==> src/rtl/spad_pkg.sv <==
package spad_pkg;

  localparam int BYTE_W = 8;
  localparam int SPAD_BYTES = 9;
  localparam int ADDR_W = $clog2(SPAD_BYTES + 1);

  localparam logic [BYTE_W-1:0] CMD_WRITE   = 8'h4E;
  localparam logic [BYTE_W-1:0] CMD_READ    = 8'hBE;
  localparam logic [BYTE_W-1:0] CMD_COPY    = 8'h48;
  localparam logic [BYTE_W-1:0] CMD_CONVERT = 8'h44;
  localparam logic [BYTE_W-1:0] CMD_RECALL  = 8'hB8;
  localparam logic [BYTE_W-1:0] CMD_POWER   = 8'hB4;

  localparam logic [BYTE_W-1:0] CRC_XOR = 8'h8C;

  typedef enum logic [2:0] {
    SRC_ONE,
    SRC_SCRATCH,
    SRC_CONV,
    SRC_COPY,
    SRC_POWER
  } txSrc_e;

  typedef struct packed {
    logic   startRead;
    logic   readSlot;
    logic   wrHi;
    logic   wrLo;
    logic   startCopy;
    logic   doRecall;
    logic   startConv;
    txSrc_e txSrc;
  } dpCtrl_t;

  function automatic logic [BYTE_W-1:0] crcStep(input logic [BYTE_W-1:0] c, input logic b);
    logic fb;
    fb = c[0] ^ b;
    crcStep = (c >> 1) ^ (fb ? CRC_XOR : '0);
  endfunction

endpackage

==> src/rtl/spad_ctrl.sv <==
module spad_ctrl
  import spad_pkg::*;
(
  input  logic              clk,
  input  logic              rstN,
  input  logic              busReset,
  input  logic              rxValid,
  input  logic [BYTE_W-1:0] rxByte,
  input  logic              txReq,
  output dpCtrl_t           ctl
);

  typedef enum logic [3:0] {
    ST_CMD,
    ST_WR_HI,
    ST_WR_LO,
    ST_READ,
    ST_CONV,
    ST_COPY,
    ST_RECALL,
    ST_POWER,
    ST_IGNORE
  } state_e;

  state_e state, stateNext;

  always_comb begin
    stateNext = state;
    ctl = '0;
    case (state)
      ST_READ:   ctl.txSrc = SRC_SCRATCH;
      ST_CONV:   ctl.txSrc = SRC_CONV;
      ST_RECALL: ctl.txSrc = SRC_CONV;
      ST_COPY:   ctl.txSrc = SRC_COPY;
      ST_POWER:  ctl.txSrc = SRC_POWER;
      default:   ctl.txSrc = SRC_ONE;
    endcase
    ctl.readSlot = (state == ST_READ) && txReq;
    if (busReset) begin
      stateNext = ST_CMD;
    end else if (rxValid) begin
      case (state)
        ST_CMD: begin
          case (rxByte)
            CMD_WRITE: stateNext = ST_WR_HI;
            CMD_READ: begin
              stateNext = ST_READ;
              ctl.startRead = 1'b1;
            end
            CMD_COPY: begin
              stateNext = ST_COPY;
              ctl.startCopy = 1'b1;
            end
            CMD_CONVERT: begin
              stateNext = ST_CONV;
              ctl.startConv = 1'b1;
            end
            CMD_RECALL: begin
              stateNext = ST_RECALL;
              ctl.doRecall = 1'b1;
            end
            CMD_POWER: stateNext = ST_POWER;
            default:   stateNext = ST_IGNORE;
          endcase
        end
        ST_WR_HI: begin
          ctl.wrHi = 1'b1;
          stateNext = ST_WR_LO;
        end
        ST_WR_LO: begin
          ctl.wrLo = 1'b1;
          stateNext = ST_IGNORE;
        end
        default: stateNext = state;
      endcase
    end
  end

  always_ff @(posedge clk or negedge rstN) begin
    if (!rstN) state <= ST_CMD;
    else       state <= stateNext;
  end

  // a line reset always lands in command wait
  p_reset_to_cmd_r9: assert property (@(posedge clk) disable iff (!rstN)
    busReset |=> (state == ST_CMD));

  // at most one datapath action per cycle
  p_one_action_r4: assert property (@(posedge clk) disable iff (!rstN)
    $onehot0({ctl.startRead, ctl.wrHi, ctl.wrLo, ctl.startCopy, ctl.doRecall, ctl.startConv}));

  // a trigger write is followed by either the second write or ignore/command wait
  p_write_order_r4: assert property (@(posedge clk) disable iff (!rstN)
    (ctl.wrHi && !busReset) |=> (state == ST_WR_LO));

endmodule

==> src/rtl/spad_datapath.sv <==
module spad_datapath
  import spad_pkg::*;
#(
  parameter int               NV_WRITE_CYCLES = 20,
  parameter logic [7:0]       NV_HI_INIT      = 8'h4B,
  parameter logic [7:0]       NV_LO_INIT      = 8'h46,
  parameter int               TEMP_W          = 16
) (
  input  logic              clk,
  input  logic              rstN,
  input  dpCtrl_t           ctl,
  input  logic [BYTE_W-1:0] rxByte,
  input  logic              txReq,
  input  logic [TEMP_W-1:0] tempIn,
  input  logic [BYTE_W-1:0] remainIn,
  input  logic [BYTE_W-1:0] perDegIn,
  input  logic              convDone,
  input  logic              extPower,
  output logic              convStart,
  output logic              txBit,
  output logic              txBitValid
);

  localparam int CNT_W = $clog2(NV_WRITE_CYCLES + 1);
  localparam logic [ADDR_W-1:0] CRC_ADDR = ADDR_W'(SPAD_BYTES - 1);
  localparam logic [ADDR_W-1:0] END_ADDR = ADDR_W'(SPAD_BYTES);

  logic [TEMP_W-1:0] tempQ;
  logic [BYTE_W-1:0] remainQ, perDegQ;
  logic [BYTE_W-1:0] spHi, spLo, nvHi, nvLo;
  logic              convBusy;
  logic [CNT_W-1:0]  copyCnt;
  logic              copyBusy;
  logic [ADDR_W-1:0] rdAddr;
  logic [2:0]        bitIdx;
  logic [BYTE_W-1:0] crcQ;
  logic [BYTE_W-1:0] curByte;
  logic              readBit;
  logic              txBitNext;

  assign copyBusy = (copyCnt != '0);

  always_comb begin
    case (rdAddr)
      4'd0:    curByte = tempQ[7:0];
      4'd1:    curByte = tempQ[TEMP_W-1:8];
      4'd2:    curByte = spHi;
      4'd3:    curByte = spLo;
      4'd6:    curByte = remainQ;
      4'd7:    curByte = perDegQ;
      4'd8:    curByte = crcQ;
      default: curByte = '1;
    endcase
    readBit = (rdAddr < END_ADDR) ? curByte[bitIdx] : 1'b1;
    case (ctl.txSrc)
      SRC_SCRATCH: txBitNext = readBit;
      SRC_CONV:    txBitNext = !convBusy;
      SRC_COPY:    txBitNext = !copyBusy;
      SRC_POWER:   txBitNext = extPower;
      default:     txBitNext = 1'b1;
    endcase
  end

  // measurement latch and conversion handshake
  always_ff @(posedge clk or negedge rstN) begin
    if (!rstN) begin
      tempQ     <= '0;
      remainQ   <= '0;
      perDegQ   <= '0;
      convBusy  <= 1'b0;
      convStart <= 1'b0;
    end else begin
      convStart <= ctl.startConv;
      if (ctl.startConv) convBusy <= 1'b1;
      else if (convDone) convBusy <= 1'b0;
      if (convDone) begin
        tempQ   <= tempIn;
        remainQ <= remainIn;
        perDegQ <= perDegIn;
      end
    end
  end

  // trigger bytes, nonvolatile pair and write-delay timer
  always_ff @(posedge clk or negedge rstN) begin
    if (!rstN) begin
      spHi    <= NV_HI_INIT;
      spLo    <= NV_LO_INIT;
      nvHi    <= NV_HI_INIT;
      nvLo    <= NV_LO_INIT;
      copyCnt <= '0;
    end else begin
      if (ctl.wrHi) spHi <= rxByte;
      if (ctl.wrLo) spLo <= rxByte;
      if (ctl.doRecall) begin
        spHi <= nvHi;
        spLo <= nvLo;
      end
      if (ctl.startCopy) begin
        nvHi    <= spHi;
        nvLo    <= spLo;
        copyCnt <= CNT_W'(NV_WRITE_CYCLES);
      end else if (copyBusy) begin
        copyCnt <= copyCnt - 1'b1;
      end
    end
  end

  // readout pointer and serial CRC
  always_ff @(posedge clk or negedge rstN) begin
    if (!rstN) begin
      rdAddr <= '0;
      bitIdx <= '0;
      crcQ   <= '0;
    end else if (ctl.startRead) begin
      rdAddr <= '0;
      bitIdx <= '0;
      crcQ   <= '0;
    end else if (ctl.readSlot && rdAddr < END_ADDR) begin
      if (rdAddr < CRC_ADDR) crcQ <= crcStep(crcQ, readBit);
      bitIdx <= bitIdx + 1'b1;
      if (bitIdx == 3'd7) rdAddr <= rdAddr + 1'b1;
    end
  end

  always_ff @(posedge clk or negedge rstN) begin
    if (!rstN) begin
      txBit      <= 1'b1;
      txBitValid <= 1'b0;
    end else begin
      txBitValid <= txReq;
      if (txReq) txBit <= txBitNext;
    end
  end

  p_rd_bound_r3: assert property (@(posedge clk) disable iff (!rstN)
    rdAddr <= END_ADDR);

  p_tail_ones_r3: assert property (@(posedge clk) disable iff (!rstN)
    (txReq && ctl.txSrc == SRC_SCRATCH && rdAddr == END_ADDR) |=> txBit);

  p_crc_hold_r3: assert property (@(posedge clk) disable iff (!rstN)
    (ctl.readSlot && rdAddr == CRC_ADDR && !ctl.startRead) |=> $stable(crcQ));

  p_conv_clear_r5: assert property (@(posedge clk) disable iff (!rstN)
    (convDone && !ctl.startConv) |=> !convBusy);

  p_conv_busy_r5: assert property (@(posedge clk) disable iff (!rstN)
    convStart |-> convBusy);

  p_copy_status_r6: assert property (@(posedge clk) disable iff (!rstN)
    (txReq && ctl.txSrc == SRC_COPY && copyBusy) |=> !txBit);

  p_power_bit_r8: assert property (@(posedge clk) disable iff (!rstN)
    (txReq && ctl.txSrc == SRC_POWER) |=> (txBit == $past(extPower)));

endmodule

==> src/rtl/scratchpad_cmd_ctrl.sv <==
module scratchpad_cmd_ctrl
  import spad_pkg::*;
#(
  parameter int         NV_WRITE_CYCLES = 20,
  parameter logic [7:0] NV_HI_INIT      = 8'h4B,
  parameter logic [7:0] NV_LO_INIT      = 8'h46
) (
  input  logic        clk,
  input  logic        rstN,
  input  logic        busReset,
  input  logic        rxValid,
  input  logic [7:0]  rxByte,
  input  logic        txReq,
  output logic        txBit,
  output logic        txBitValid,
  output logic        convStart,
  input  logic        convDone,
  input  logic [15:0] tempIn,
  input  logic [7:0]  remainIn,
  input  logic [7:0]  perDegIn,
  input  logic        extPower
);

  dpCtrl_t ctl;

  spad_ctrl u_ctrl (
    .clk      (clk),
    .rstN     (rstN),
    .busReset (busReset),
    .rxValid  (rxValid),
    .rxByte   (rxByte),
    .txReq    (txReq),
    .ctl      (ctl)
  );

  spad_datapath #(
    .NV_WRITE_CYCLES (NV_WRITE_CYCLES),
    .NV_HI_INIT      (NV_HI_INIT),
    .NV_LO_INIT      (NV_LO_INIT),
    .TEMP_W          (16)
  ) u_dp (
    .clk        (clk),
    .rstN       (rstN),
    .ctl        (ctl),
    .rxByte     (rxByte),
    .txReq      (txReq),
    .tempIn     (tempIn),
    .remainIn   (remainIn),
    .perDegIn   (perDegIn),
    .convDone   (convDone),
    .extPower   (extPower),
    .convStart  (convStart),
    .txBit      (txBit),
    .txBitValid (txBitValid)
  );

endmodule

==> config.mk <==
export PLATFORM = sky130hd
export DESIGN_NAME = scratchpad_cmd_ctrl
export DESIGN_NICKNAME = d
export VERILOG_FILES = /design/src/rtl/spad_pkg.sv /design/src/rtl/spad_ctrl.sv /design/src/rtl/spad_datapath.sv /design/src/rtl/scratchpad_cmd_ctrl.sv
export SDC_FILE = /design/constraint.sdc
export NUM_CORES = 1
export LEC_CHECK = 0
export BUFFER_PORTS_ARGS = -buffer_cell sky130_fd_sc_hd__buf_2
export CAP_MARGIN = 20
export CORE_ASPECT_RATIO = 1.25
export CORE_MARGIN = 3
export CORE_UTILIZATION = 40
export CTS_BUF_LIST = sky130_fd_sc_hd__clkbuf_4 sky130_fd_sc_hd__clkbuf_8
export DETAILED_ROUTE_END_ITERATION = 7
export PLACE_DENSITY = 0.69
export SLEW_MARGIN = 0
export SYNTH_ARGS = -nofsm -noshare
export SYNTH_HDL_FRONTEND = slang
export SYNTH_HIERARCHICAL = 1
export SYNTH_SLANG_ARGS = --single-unit
==> constraint.sdc <==
create_clock -name clk -period 6.5 [get_ports clk]
set_clock_uncertainty 0.05 [all_clocks]
set_input_delay 1.3 -clock clk [delete_from_list [all_inputs] [get_ports clk]]
set_output_delay 1.3 -clock clk [all_outputs]
set_load 0.01 [all_outputs]
# Word-level counts from Yosys, hierarchy flattened
# Cells that the tools add are included.
totals:
  regBits: 92
  in_bits: 47
  out_inout_bits: 3
  wordCells: 107
op_classes:
  addsub: 3
  n_lt_le_gt_ge: 3
  n_eq_ne: 24
  n_mux: 39
  bitwise_logic: 2
  n_reduce_logical: 20
op_table:
  columns: ["operator", "count"]
  rows:
  - ["8-bit 2-to-1 mux", 8]
  - ["8-bit one-hot mux with 7 select lines", 1]
  - ["4-bit by 3-bit == test with 1-bit output, second input constant", 6]
  - ["8-bit by 7-bit == test with 1-bit output, second input constant", 3]
  - ["8-bit == test, second input constant", 3]
  - ["4-bit one-hot mux with 6 select lines", 1]
  - ["4-bit 2-to-1 mux", 5]
  - ["5-bit 2-to-1 mux", 4]
  - ["4-bit by 2-bit == test with 1-bit output, second input constant", 4]
  - ["2-bit nonzero test", 8]
  - ["1-bit 2-to-1 mux", 13]
  - ["3-bit one-hot mux with 4 select lines", 1]
  - ["4-bit one-hot mux with 3 select lines", 1]
  - ["3-bit 2-to-1 mux", 3]
  - ["4-bit by 1-bit == test with 1-bit output, second input constant", 2]
  - ["4-bit logical NOT", 2]
  - ["4-bit < comparator, second input constant", 2]
  - ["7-bit by 8-bit bitwise XOR with 8-bit output", 1]
  - ["3-bit by 2-bit == test with 1-bit output, second input constant", 2]
  - ["3-bit == test, second input constant", 2]
  - ["2-bit AND reduction", 3]
  - ["5-bit nonzero test", 1]
  - ["5-bit by 1-bit subtractor with 5-bit output, second input constant", 1]
  - ["4-bit by 1-bit adder with 4-bit output, second input constant", 1]
  - ["other kinds (11)", 13]

# Logic depth before layout (Yosys ltp)
# Gate-level depths: netlist (run 1).
logic_depth:
  ltp_word: 11
  depth_mapped: 10
  ltp_nobuf: 9

# Hierarchy
# Netlist (run 1), hierarchy kept.
by_module_without_submodules:
  columns: ["mod", "instances", "cells_each", "area_each_um2", "seq_area_each_um2"]
  rows:
  - ["spad_datapath", 1, 352, 4175.3, 2220.9]
  - ["spad_ctrl", 1, 52, 439.2, 100.1]

# Worst setup path before layout (run 1)
# No wires, ideal clock.
synth_path:
  path_type: "input -> register"
  startpoint: "in rxByte[1]"
  endpoint: "reg u_dp.nvHi[2]"
  setup_ns: 0.125
  arrival_time_ns: 3.041
  required_time_ns: 6.325
  slack_ns: 3.284
  path_stages: 5
  n_path_buf: 2
  cell_sequence: "buf_2 -> or4b_2 -> nor3_2 -> clkbuf_1 -> mux2_2"
synth_rtl:
  columns: ["item", "line_no", "rtl"]
  rows:
  - ["start, declared", "scratchpad_cmd_ctrl.sv:12", "input logic [7:0] rxByte,"]
  - ["end signal, assigned", "spad_datapath.sv:100", "nvHi <= spHi;"]
  - ["end, declared", "spad_datapath.sv:30", "logic [BYTE_W-1:0] spHi, spLo, nvHi, nvLo;"]

# Worst setup path after layout (run 1)
layout_path:
  startpoint: "reg u_dp.rdAddr[0]"
  endpoint: "reg u_dp.txBit"
layout_via:
  elab_chain_cells: 6
  elab_cells_between_ends: 13
  cone_classes: "order compare (1); eq/ne (6); mux (5); reduce/logical (1)"
layout_lines:
  columns: ["item", "line_no", "rtl"]
  rows:
  - ["start, declared", "spad_datapath.sv:34", "logic [ADDR_W-1:0] rdAddr;"]
  - ["start signal, assigned", "spad_datapath.sv:122", "if (bitIdx == 3'd7) rdAddr <= rdAddr + 1'b1;"]
  - ["4-bit == test, or another cell as far along", "spad_datapath.sv:44", "case (rdAddr)"]
  - ["8-bit one-hot mux with 7 select lines", "spad_datapath.sv:44", null]
  - ["1-bit binary-select mux with 3-bit select", "spad_datapath.sv:54", "readBit = (rdAddr < END_ADDR) ? curByte[bitIdx] : 1'b1;"]
  - ["1-bit 2-to-1 mux (implied by the code)", "spad_datapath.sv:54", null]
  - ["1-bit 2-to-1 mux *", "spad_datapath.sv:54", null]
  - ["1-bit one-hot mux with 4 select lines *", "spad_datapath.sv:55", "case (ctl.txSrc)"]
  - ["end signal, assigned", "spad_datapath.sv:132", "if (txReq) txBit <= txBitNext;"]
  - ["end, declared", "spad_datapath.sv:20", "output logic txBit,"]
# Mark *: on every way between the ends. The rest lies on a longest branch, timed or not. The select of a mux whose other input is x is not followed.
# A chain may end at the register's enable or synchronous reset.

==> results of run 1 <==
worst paths after layout:
check,from,endpoint,cells past startpoint
min reg2reg,u_dp/nvLo[4],u_dp/spLo[4],2
min in group asynchronous,rstN,u_dp/spHi[7],1
min,u_dp/nvLo[4],u_dp/spLo[4],2
max reg2reg,u_dp/rdAddr[0],u_dp/txBit,9
max,u_dp/rdAddr[0],u_dp/txBit,9
max in group asynchronous,rstN,u_dp/txBit,3
layout by cell type, fill, tap and decap left out, drive strengths merged, types with 3 or more instances in the layout:
master	n
dfrtp	77
buf	55
mux2	49
nand2	38
a21oi	25
mux2i	20
nor2	19
o21ai	18
dfstp	15
clkbuf	13
inv	13
a22oi	10
xnor2	8
nor3	8
ha	7
nand3	5
nand2b	5
a222oi	5
a211oi	4
nor3b	3
or3	3
o221ai	3
or4b	3
o22ai	3
flip-flops by register name, indices dropped and copies added (netlist names), 5 cells and up:
register / cells
u_dp/nvHi: 8
u_dp/spLo: 8
u_dp/copyCnt: 5
u_dp/crcQ: 8
u_dp/tempQ: 16
u_dp/spHi: 8
u_dp/nvLo: 8
u_dp/remainQ: 8
u_dp/perDegQ: 8
kinds of logic (layout without fill, tap and decap cells):
kind of cell	after synthesis	count (layout)	share of synthesized area
compound gates	88	88	0.1329
xor+xnor	12	12	0.02874
simple gates	98	98	0.1158
fa+ha+maj	7	7	0.01898
mux	69	69	0.1630
flops	92	92	0.5030
buf+inv	38	83	0.03769
critical path, delay by kind of cell, from the launching register on:
| kind | cells | cell delay (ns) |
|---|---|---|
| AO/OA/AOI/OAI | 4 | 0.78 |
| adder cells (fa/ha/maj) | 1 | 0.54 |
| buffers and inverters | 1 | 0.14 |
| flip-flops | 1 | 0.41 |
| AND/OR/NAND/NOR | 3 | 1.03 |
routing by layer:
metal / vias to the layer above / routed length, microns / track usage
li1: 1533 / - / -
met1: 1636 / 4466 / 0.2139
met2: 71 / 5023 / 0.2599
met3: 17 / 350 / 0.03102
met4: 0 / 257 / 0.07645
met5: - / 0 / 0
layout make-up:
cell class	instances	area, sq um	area share
clock buffers	13	166.4	0.03214
flip-flops and latches	92	2321	0.4483
well taps	135	168.9	0.03262
repair buffers	55	312.8	0.06042
inverters	12	45.04	0.008700
clock inverters	3	43.79	0.008458
multi-input cells	274	2120	0.4094
metrics by stage:
stage / hold WS [ns] / setup slack, ns
after global placement: 0.4115 / 3.058
after detailed placement: 0.4216 / 2.991
after global routing: 0.4611 / 3.246
after CTS: 0.4377 / 3.400
after floorplan: 0.3992 / 3.284
final: 0.4377 / 3.467
power by group through the flow:
stage          Sequential, mW  Clock [mW]  Combinational (mW)
4_1_cts                 0.674       0.421               0.160
5_1_grt                 0.681       0.445               0.180
3_3_place_gp            0.682           0               0.150
3_5_place_dp            0.684           0               0.159
6_report                0.674       0.410               0.161
2_1_floorplan           0.666           0               0.112
==> results.cfg, run 1 <==
[power]
clkPwrFrac = 0.329
leakagePower_nw = 2.156
p_switching_mw = 0.3269
p_int_mw = 0.9182
peakVddDrop_mv = 0.1160
p_comb_frac = 0.129
p_sw_frac = 0.2626
seq_power_share = 0.542
powerDensity_nw_per_um2 = 240.5
power.total_mw = 1.245

[synthesis]
synth_area_leaders = dfrtp_1, mux2_2, dfstp_2
synth_common_cells = dfrtp_1, mux2_2, nand2_1
yosys_warnings = 6
synth_area_leader_cell = dfrtp_1
synthCells = 404
yosysUniqueCellTypes = 61
synth_top_cell_area_share = 0.4176
synth_ff_type = dfrtp_1
syn_area_sq_um = 4614
ys_seq_elements = 92
async_flop_share = 1.000
synth.net_count = 458
synth_edf_count = 0
synth.most_common_cell = dfrtp_1
avgSynthCellArea_sq_um = 11.42
synth-seq-area-share = 0.5030

[clock_network]
clk-insertion-delay-late_ns = 0.37
cts_hold_buffers = 0
postCtsSetupBuffers = 0
htreeDepth = 3
path_clk_slew_ns = 0.09
cts-root-buf = clkbuf_8
cts_tree = yes
clock_path_buffers = 2
cts_made_buffers = 9
cts_resized = 0
cts.sink_count = 92

[timing]
setup_viol = 0
fmax_mhz = 329.7
worstMarginPinSlew_ns = 0.7405
min_period_over_period = 0.4666
min_period_ns = 3.033
slew_viol_final = 0
hold_viol = 0
timing.setup.tns_ns = 0
max_slew_margin = 0.5064
rsz0062_at_grt = no

[die]
io_pins = 50
die_w_microns = 102.1
die-area_sq_um = 12870
core-area_sq_um = 11190
start_util = 0.4123
die-height_microns = 126.1
rows = 43

[global_routing]
grt_max_degree = 88
antenna_found_initial = 0
grt_overflow = 0
grt_first_pass_wirelength_mm = 16.32
grt.total_usage = 0.1636
first_global_vias = 3265

[cells_and_area]
final_util = 0.4627
drive_gt1_frac = 0.3318
syn2layout_area_growth_pct = 12.20
finalNonFillerCells = 584
fillCellCount = 1051
fin_nets = 498
n_antenna_cell = 0
fin_area_sq_um = 5177

[worst_setup_path]
crit_chain = inv_1 -> ha_1 -> a22oi_1 -> a211o_1 -> o2111ai_1 -> nor4bb_1 -> nor4_4 -> or4_1 -> a31oi_1
crit_required_ns = 6.75
crit_fanout = 14
worst-r2r-setup-slack_ns = 3.47
cpMaxStageDelayCell = ha_1
cp-end-kind = register
cpPeakStageDelay_ns = 0.54
critPathLaunchType = register
worstSetupPathType = register to register
worstPathArrival_ns = 3.28

[routing]
routed_via_density = 5.577
drc = 0
dr.first_iter.drc_count = 211
vias = 3257
drtPass1Iterations = 4
routedWlPerCell_microns = 17.29
antenna_left = 0
wl_mm = 10.10

[placed_design]
dp_cells = 566
portBuffers = 49
dpl_cell_area_sq_um = 4932
gp_congestion = 0.8304
post-dp-hpwl_mm = 6.974

[worst_hold_path]
min_path_type = register to register

[outcome]
outcome = completed

[run]
maxCapViolCount = 0
(Power assumes the default switching activity.)
==> inputs of run 2 (changes only) <==
--- a/config.mk
+++ b/config.mk
@@ -12,7 +12,7 @@
 export CORE_UTILIZATION = 40
 export CTS_BUF_LIST = sky130_fd_sc_hd__clkbuf_4 sky130_fd_sc_hd__clkbuf_8
 export DETAILED_ROUTE_END_ITERATION = 7
-export PLACE_DENSITY = 0.69
+export PLACE_DENSITY = 0.71
 export SLEW_MARGIN = 0
 export SYNTH_ARGS = -nofsm -noshare
 export SYNTH_HDL_FRONTEND = slang
==> constraint.sdc (replaced) <==
create_clock -name clk -period 2.7 [get_ports clk]
set_clock_uncertainty 0.05 [all_clocks]
set_input_delay 0.54 -clock clk [delete_from_list [all_inputs] [get_ports clk]]
set_output_delay 0.54 -clock clk [all_outputs]
set_load 0.01 [all_outputs]
==> run 2 against run 1 <==
  * Core utilization is 2.4 points higher
  * Clock power grew to 2.9 times the previous value
  * Worst setup slack worse by 3.5 ns
  * Sequential cell count stayed put
  * Combinational power grew to 2.6 times the previous value
  * Count of clock-buffer cells in the layout is 2 lower
  * Non-clock buffer count is 20 higher
  * Hold slack worse by 0.34 ns
  * Routed wire length is 5.3% higher
  * Design area is 5.2% higher
  * Total power grew to 2.6 times the previous value
  * Critical path type unchanged
==> results.cfg, run 2 (same netlist as run 1, synthesis figures left out) <==
[timing]
hold_viol = 0
worstMarginPinSlew_ns = 0.7382
setup_viol = 0
min_period_ns = 2.698
fmax_mhz = 370.6
rsz0062_at_grt = yes
min_period_over_period = 0.9994
slew_viol_final = 0
max_slew_margin = 0.5079

[worst_setup_path]
crit_start = u_dp/rdAddr[0]
worstPathArrival_ns = 2.92
cpMaxStageDelayCell = dfrtp_1
r2r_end = u_dp/crcQ[3]
cpPeakStageDelay_ns = 0.42
crit_required_ns = 2.92
critPathLaunchType = register
worstSetupPathType = register to register
crit_fanout = 6
crit_end = u_dp/crcQ[3]
worst-r2r-setup-slack_ns = 0.002
path_depth = 10
r2r_cells = 10
crit_chain = buf_6 -> ha_4 -> a222oi_1 -> o21a_1 -> o221ai_1 -> and4b_1 -> nor4_4 -> buf_4 -> xnor3_1 -> a211oi_2
r2r-start = u_dp/rdAddr[0]
cp.buffers_inverters = 2
cp-end-kind = register
cpLargestDelayFamily = compound AO/OA/AOI/OAI gates

[die]
die-height_microns = 126.1
die-area_sq_um = 12870
io_pins = 50
rows = 43
die_w_microns = 102.1
core-area_sq_um = 11190
start_util = 0.4123

[clock_network]
clock_path_buffers = 2
cts_made_buffers = 9
path_clk_slew_ns = 0.09
cts.sink_count = 92
clk-insertion-delay-late_ns = 0.37
cts-root-buf = clkbuf_8
htreeDepth = 3
cts_tree = yes

[cells_and_area]
n_antenna_cell = 0
regMostFlops = u_dp/tempQ
multi_input_area_sq_um = 2193
finalNonFillerCells = 604
seqCellArea_sq_um = 2321
final_cell_mix = dfrtp_1, buf_2, mux2_2, nand2_1, a21oi_1
fin_nets = 518
largest_reg_flops = 16
drive_gt1_frac = 0.3817
fillCellCount = 1017
layout_commonest_cell = dfrtp_1
syn2layout_area_growth_pct = 18.09

[routing]
wl_mm = 10.63
routed_via_density = 5.543
drc = 0
routedWlPerCell_microns = 17.60
drtPass1Iterations = 7
vias = 3348
dr.first_iter.drc_count = 137
antenna_left = 0

[placed_design]
post-dp-hpwl_mm = 7.684
gp_congestion = 0.8875
portBuffers = 49
dp_cells = 582

[power]
peakVddDrop_mv = 0.3092
leakagePower_nw = 2.283
power.total_mw = 3.212
powerDensity_nw_per_um2 = 589.5

[outcome]
outcome = completed

[global_routing]
grt_first_pass_wirelength_mm = 17.59
grt_overflow = 0
grt.total_usage = 0.1746
antenna_found_initial = 0
grt_max_degree = 50
first_global_vias = 3485

[run]
maxCapViolCount = 0

[worst_hold_path]
min_path_type = input pin to async pin
## run 2: power breakdown
part	leakage, nW	internal [mW]	switching [mW]
Sequential	1.13	1.52	0.113
Clock	0.126	0.669	0.496
Combinational	1.03	0.203	0.211
## run 2: worst min path at each step
stage | start | slack [ns] | to
detailed placement | u_dp/nvLo[5] | 0.43 | u_dp/spLo[5]
global placement | u_dp/nvHi[4] | 0.41 | u_dp/spHi[4]
floorplan | rstN | 0.19 | u_ctrl/state[0]
finish | rstN | 0.10 | u_dp/spLo[7]
global route | rstN | 0.14 | u_dp/spLo[7]
CTS | rstN | 0.12 | u_dp/spLo[7]
## run 2: worst reg2reg max path, stage by stage, from the launching register on
cell and delay, ns:
dfrtp_1 0.42, buf_6 0.13, ha_4 0.17, a222oi_1 0.38
o21a_1 0.19, o221ai_1 0.12, and4b_1 0.23, nor4_4 0.28
buf_4 0.17, xnor3_1 0.25, a211oi_2 0.21
## run 2: what timing repair did
| item | 4_1_cts | 5_1_grt |
|---|---|---|
| pin swaps | 1 | 11 |
| endpoints found under the setup margin | 2 | 3 |
| resized for setup | 4 | 11 |
| setup buffers | 2 | 5 |
| hold buffers | 0 | 0 |
## run 2: layout make-up
cell class	count	area share
inverter	12	0.008266
clock inverter	5	0.01952
sequential	92	0.4259
tap	135	0.03100
clock buffer	11	0.02778
multi-input combinational	274	0.4025
timing repair buffer	75	0.08496
## run 2: stage by stage
step / TNS, ns / setup WS (ns) / hold slack, ns / util / cell area [sq um]
3_5_place_dp: -0.1380 / -0.08648 / 0.4254 / 0.4526 / 5065
5_1_grt: -0.2173 / -0.1128 / 0.1367 / 0.4869 / 5449
2_1_floorplan: 0 / 0.1981 / 0.1944 / - / 4614
6_report: 0 / 0.001668 / 0.1026 / 0.4869 / 5449
3_3_place_gp: 0 / 0.08112 / 0.4100 / 0.4526 / 5065
4_1_cts: 0 / 0.003356 / 0.1209 / 0.4779 / 5348
## run 2: metal layers
metal	track usage	vias to the layer above	share of wire
met1	0.2287	1692	0.44
met5	0	-	0
li1	-	1579	-
met2	0.2794	66	0.51
met3	0.03213	11	0.038
met4	0.07799	0	0.014
==> inputs of run 3 (changes only) <==
--- a/config.mk
+++ b/config.mk
@@ -5,7 +5,7 @@
 export SDC_FILE = /design/constraint.sdc
 export NUM_CORES = 1
 export LEC_CHECK = 0
-export BUFFER_PORTS_ARGS = -buffer_cell sky130_fd_sc_hd__buf_2
+export BUFFER_PORTS_ARGS = -buffer_cell sky130_fd_sc_hd__clkbuf_2
 export CAP_MARGIN = 20
 export CORE_ASPECT_RATIO = 1.25
 export CORE_MARGIN = 3
==> constraint.sdc (replaced) <==
create_clock -name clk -period 2.7 [get_ports clk]
set_clock_uncertainty 0.05 [all_clocks]
set_input_delay 0.135 -clock clk [delete_from_list [all_inputs] [get_ports clk]]
set_output_delay 0.135 -clock clk [all_outputs]
set_load 0.01 [all_outputs]
==> run 3 against run 2 <==
  * Sequential share of layout area decreased by 2.4 points
  * Register-to-register slack improved by 0.04 ns
  * Non-clock buffer count increased by 34
  * First-iteration DRC count increased by 92%
  * Die area unchanged
  * Maximum frequency increased by 1.5%
  * Sequential cell count unchanged
  * Worst setup slack improved by 0.040 ns
  * Sequential power about the same
  * Count of clock-buffer cells in the layout decreased by 2
  * Final cell count increased by 5.6%
  * Via count increased by 4.5%
  * Largest cell class unchanged
  * Highest routed layer unchanged
==> results.cfg, run 3 (same netlist as run 1, synthesis figures left out) <==
[clock_network]
htreeDepth = 3
cts-root-buf = clkbuf_8
cts.sink_count = 92
clock_path_buffers = 2
clk-insertion-delay-late_ns = 0.37
cts_tree = yes
cts_made_buffers = 9
path_clk_slew_ns = 0.09

[timing]
min_period_ns = 2.658
slew_viol_final = 0
max_slew_margin = 0.4330
worstMarginPinSlew_ns = 0.8505
hold_viol = 0
setup_viol = 0
finalWorstSetupSlack_ns = 0.04161
rsz0062_at_grt = yes
fmax_mhz = 376.2
min_period_over_period = 0.9846
whs_ns = 0.03810

[global_routing]
grt_max_degree = 90
antenna_found_initial = 0
first_global_vias = 3644
grt_overflow = 0
grt.total_usage = 0.1826
grt_first_pass_wirelength_mm = 18.49

[placed_design]
post-dp-hpwl_mm = 7.469
dp_slack_ns = -0.03210
portBuffers = 49
gp_congestion = 0.8847

[power]
p_sw_frac = 0.2669
leakagePower_nw = 2.411
power.total_mw = 3.113
powerDensity_nw_per_um2 = 538.4
clkPwrFrac = 0.331
p_comb_frac = 0.144
p_switching_mw = 0.8309
p_int_mw = 2.282
peakVddDrop_mv = 0.2912
seq_power_share = 0.525

[die]
die-area_sq_um = 12870
die_w_microns = 102.1
die-height_microns = 126.1
rows = 43
core-area_sq_um = 11190
io_pins = 50
start_util = 0.4123

[cells_and_area]
layout_commonest_cell = dfrtp_1
syn2layout_area_growth_pct = 25.30
n_antenna_cell = 0
fin_nets = 552
fillCellCount = 983
largest_reg_flops = 16
drive_gt1_frac = 0.3638
regMostFlops = u_dp/tempQ
final_cell_mix = dfrtp_1, clkbuf_2, mux2_2, nand2_1, dlygate4sd3_1

[worst_setup_path]
worst-r2r-setup-slack_ns = 0.04
cpLargestDelayFamily = compound AO/OA/AOI/OAI gates
worstSetupPathType = register to register
cp_common_cell = buf_4
cp-end-kind = register
crit_required_ns = 2.92
cpMaxStageDelayCell = dfrtp_2
cp.buffers_inverters = 4
cpPeakStageDelay_ns = 0.47
r2r_cells = 12
worstPathArrival_ns = 2.88
r2r_end = u_dp/crcQ[3]
r2r-start = u_dp/rdAddr[1]
crit_fanout = 7
crit_chain = inv_4 -> ha_4 -> buf_4 -> buf_4 -> a22oi_1 -> a211oi_1 -> o211ai_1 -> a31oi_1 -> nor4_4 -> buf_4 -> xnor3_1 -> a211oi_2
critPathLaunchType = register
path_depth = 12

[outcome]
outcome = completed

[worst_hold_path]
whs_path_depth = 3
min_path_type = input pin to register
whs_endpoint = u_dp/spHi[6]
hp-start = rxByte[6]

[routing]
antenna_left = 0
routedWlPerCell_microns = 17.34
dr.first_iter.drc_count = 263
drtPass1Iterations = 5
wl_mm = 11.06
vias = 3497
routed_via_density = 5.481
drc = 0

[run]
maxCapViolCount = 0
run 3: changes by cell type in the layout (fill, tap and decap cells not counted), moves of 2 or more:
cell,change
dfrtp_2,+2
buf_6,-2
clkbuf_2,+48
dfrtp_1,-2
inv_4,+2
inv_1,-2
dlygate4sd3_1,+35
clkbuf_8,-2
buf_2,-48
run 3: layout make-up:
class | count | area, sq um | area share
multi-input cells | 274 | 2207 | 0.3817
flip-flops and latches | 92 | 2323 | 0.4019
inverters | 12 | 50.05 | 0.008656
clock inverters | 7 | 97.59 | 0.01688
well taps | 135 | 168.9 | 0.02921
repair buffers | 109 | 810.8 | 0.1402
clock buffers | 9 | 123.9 | 0.02142
run 3: worst min-delay path, delay by kind of cell:
family                 cells  cell delay (ns)
multiplexers               1             0.12
buffers and inverters      1             0.11
AO/OA/AOI/OAI              1             0.09
run 3: how the worst max path moves through the flow:
stage | start | endpoint | slack, ns
finish | u_dp/rdAddr[1] | u_dp/crcQ[3] | 0.04
global route | u_dp/rdAddr[1] | u_dp/crcQ[3] | -0.12
CTS | u_dp/rdAddr[0] | u_dp/crcQ[2] | 0.02
detailed placement | u_dp/rdAddr[0] | u_dp/crcQ[3] | -0.03
global placement | u_dp/rdAddr[1] | u_dp/crcQ[2] | 0.10
floorplan | u_dp/rdAddr[0] | u_dp/crcQ[2] | 0.20
run 3: what timing repair did:
action	4_1_cts	5_1_grt
setup endpoints to repair	2	3
hold buffers	35	0
cloned	0	0
hold endpoints to repair	113	0
pin swaps	4	10
resized for setup	14	7
setup buffers	3	3
run 3: routing by layer:
| metal | track usage | wire length [microns] |
|---|---|---|
| met1 | 0.2432 | 4765 |
| met2 | 0.2893 | 5484 |
| met3 | 0.03934 | 481 |
| met4 | 0.07027 | 332 |
| met5 | 0 | 0 |
run 3: stage by stage:
step	utilization	setup TNS (ns)	instance area, sq um	std cells
6_report	0.5167	0	5782	638
5_1_grt	0.5167	-0.2999	5782	638
4_1_cts	0.5106	0	5714	635
3_5_place_dp	0.4519	-0.05375	5057	581
3_3_place_gp	0.4519	0	5057	581
2_1_floorplan	-	0	4614	404
run 3: power groups by stage:
stage                     Combinational, mW  Clock (mW)  Sequential [mW]
after floorplan                       0.269           0             1.60
after global placement                0.373           0             1.65
after detailed placement              0.397           0             1.66
after CTS                             0.442        1.06             1.63
after global routing                  0.505        1.12             1.65
final                                 0.448        1.03             1.63
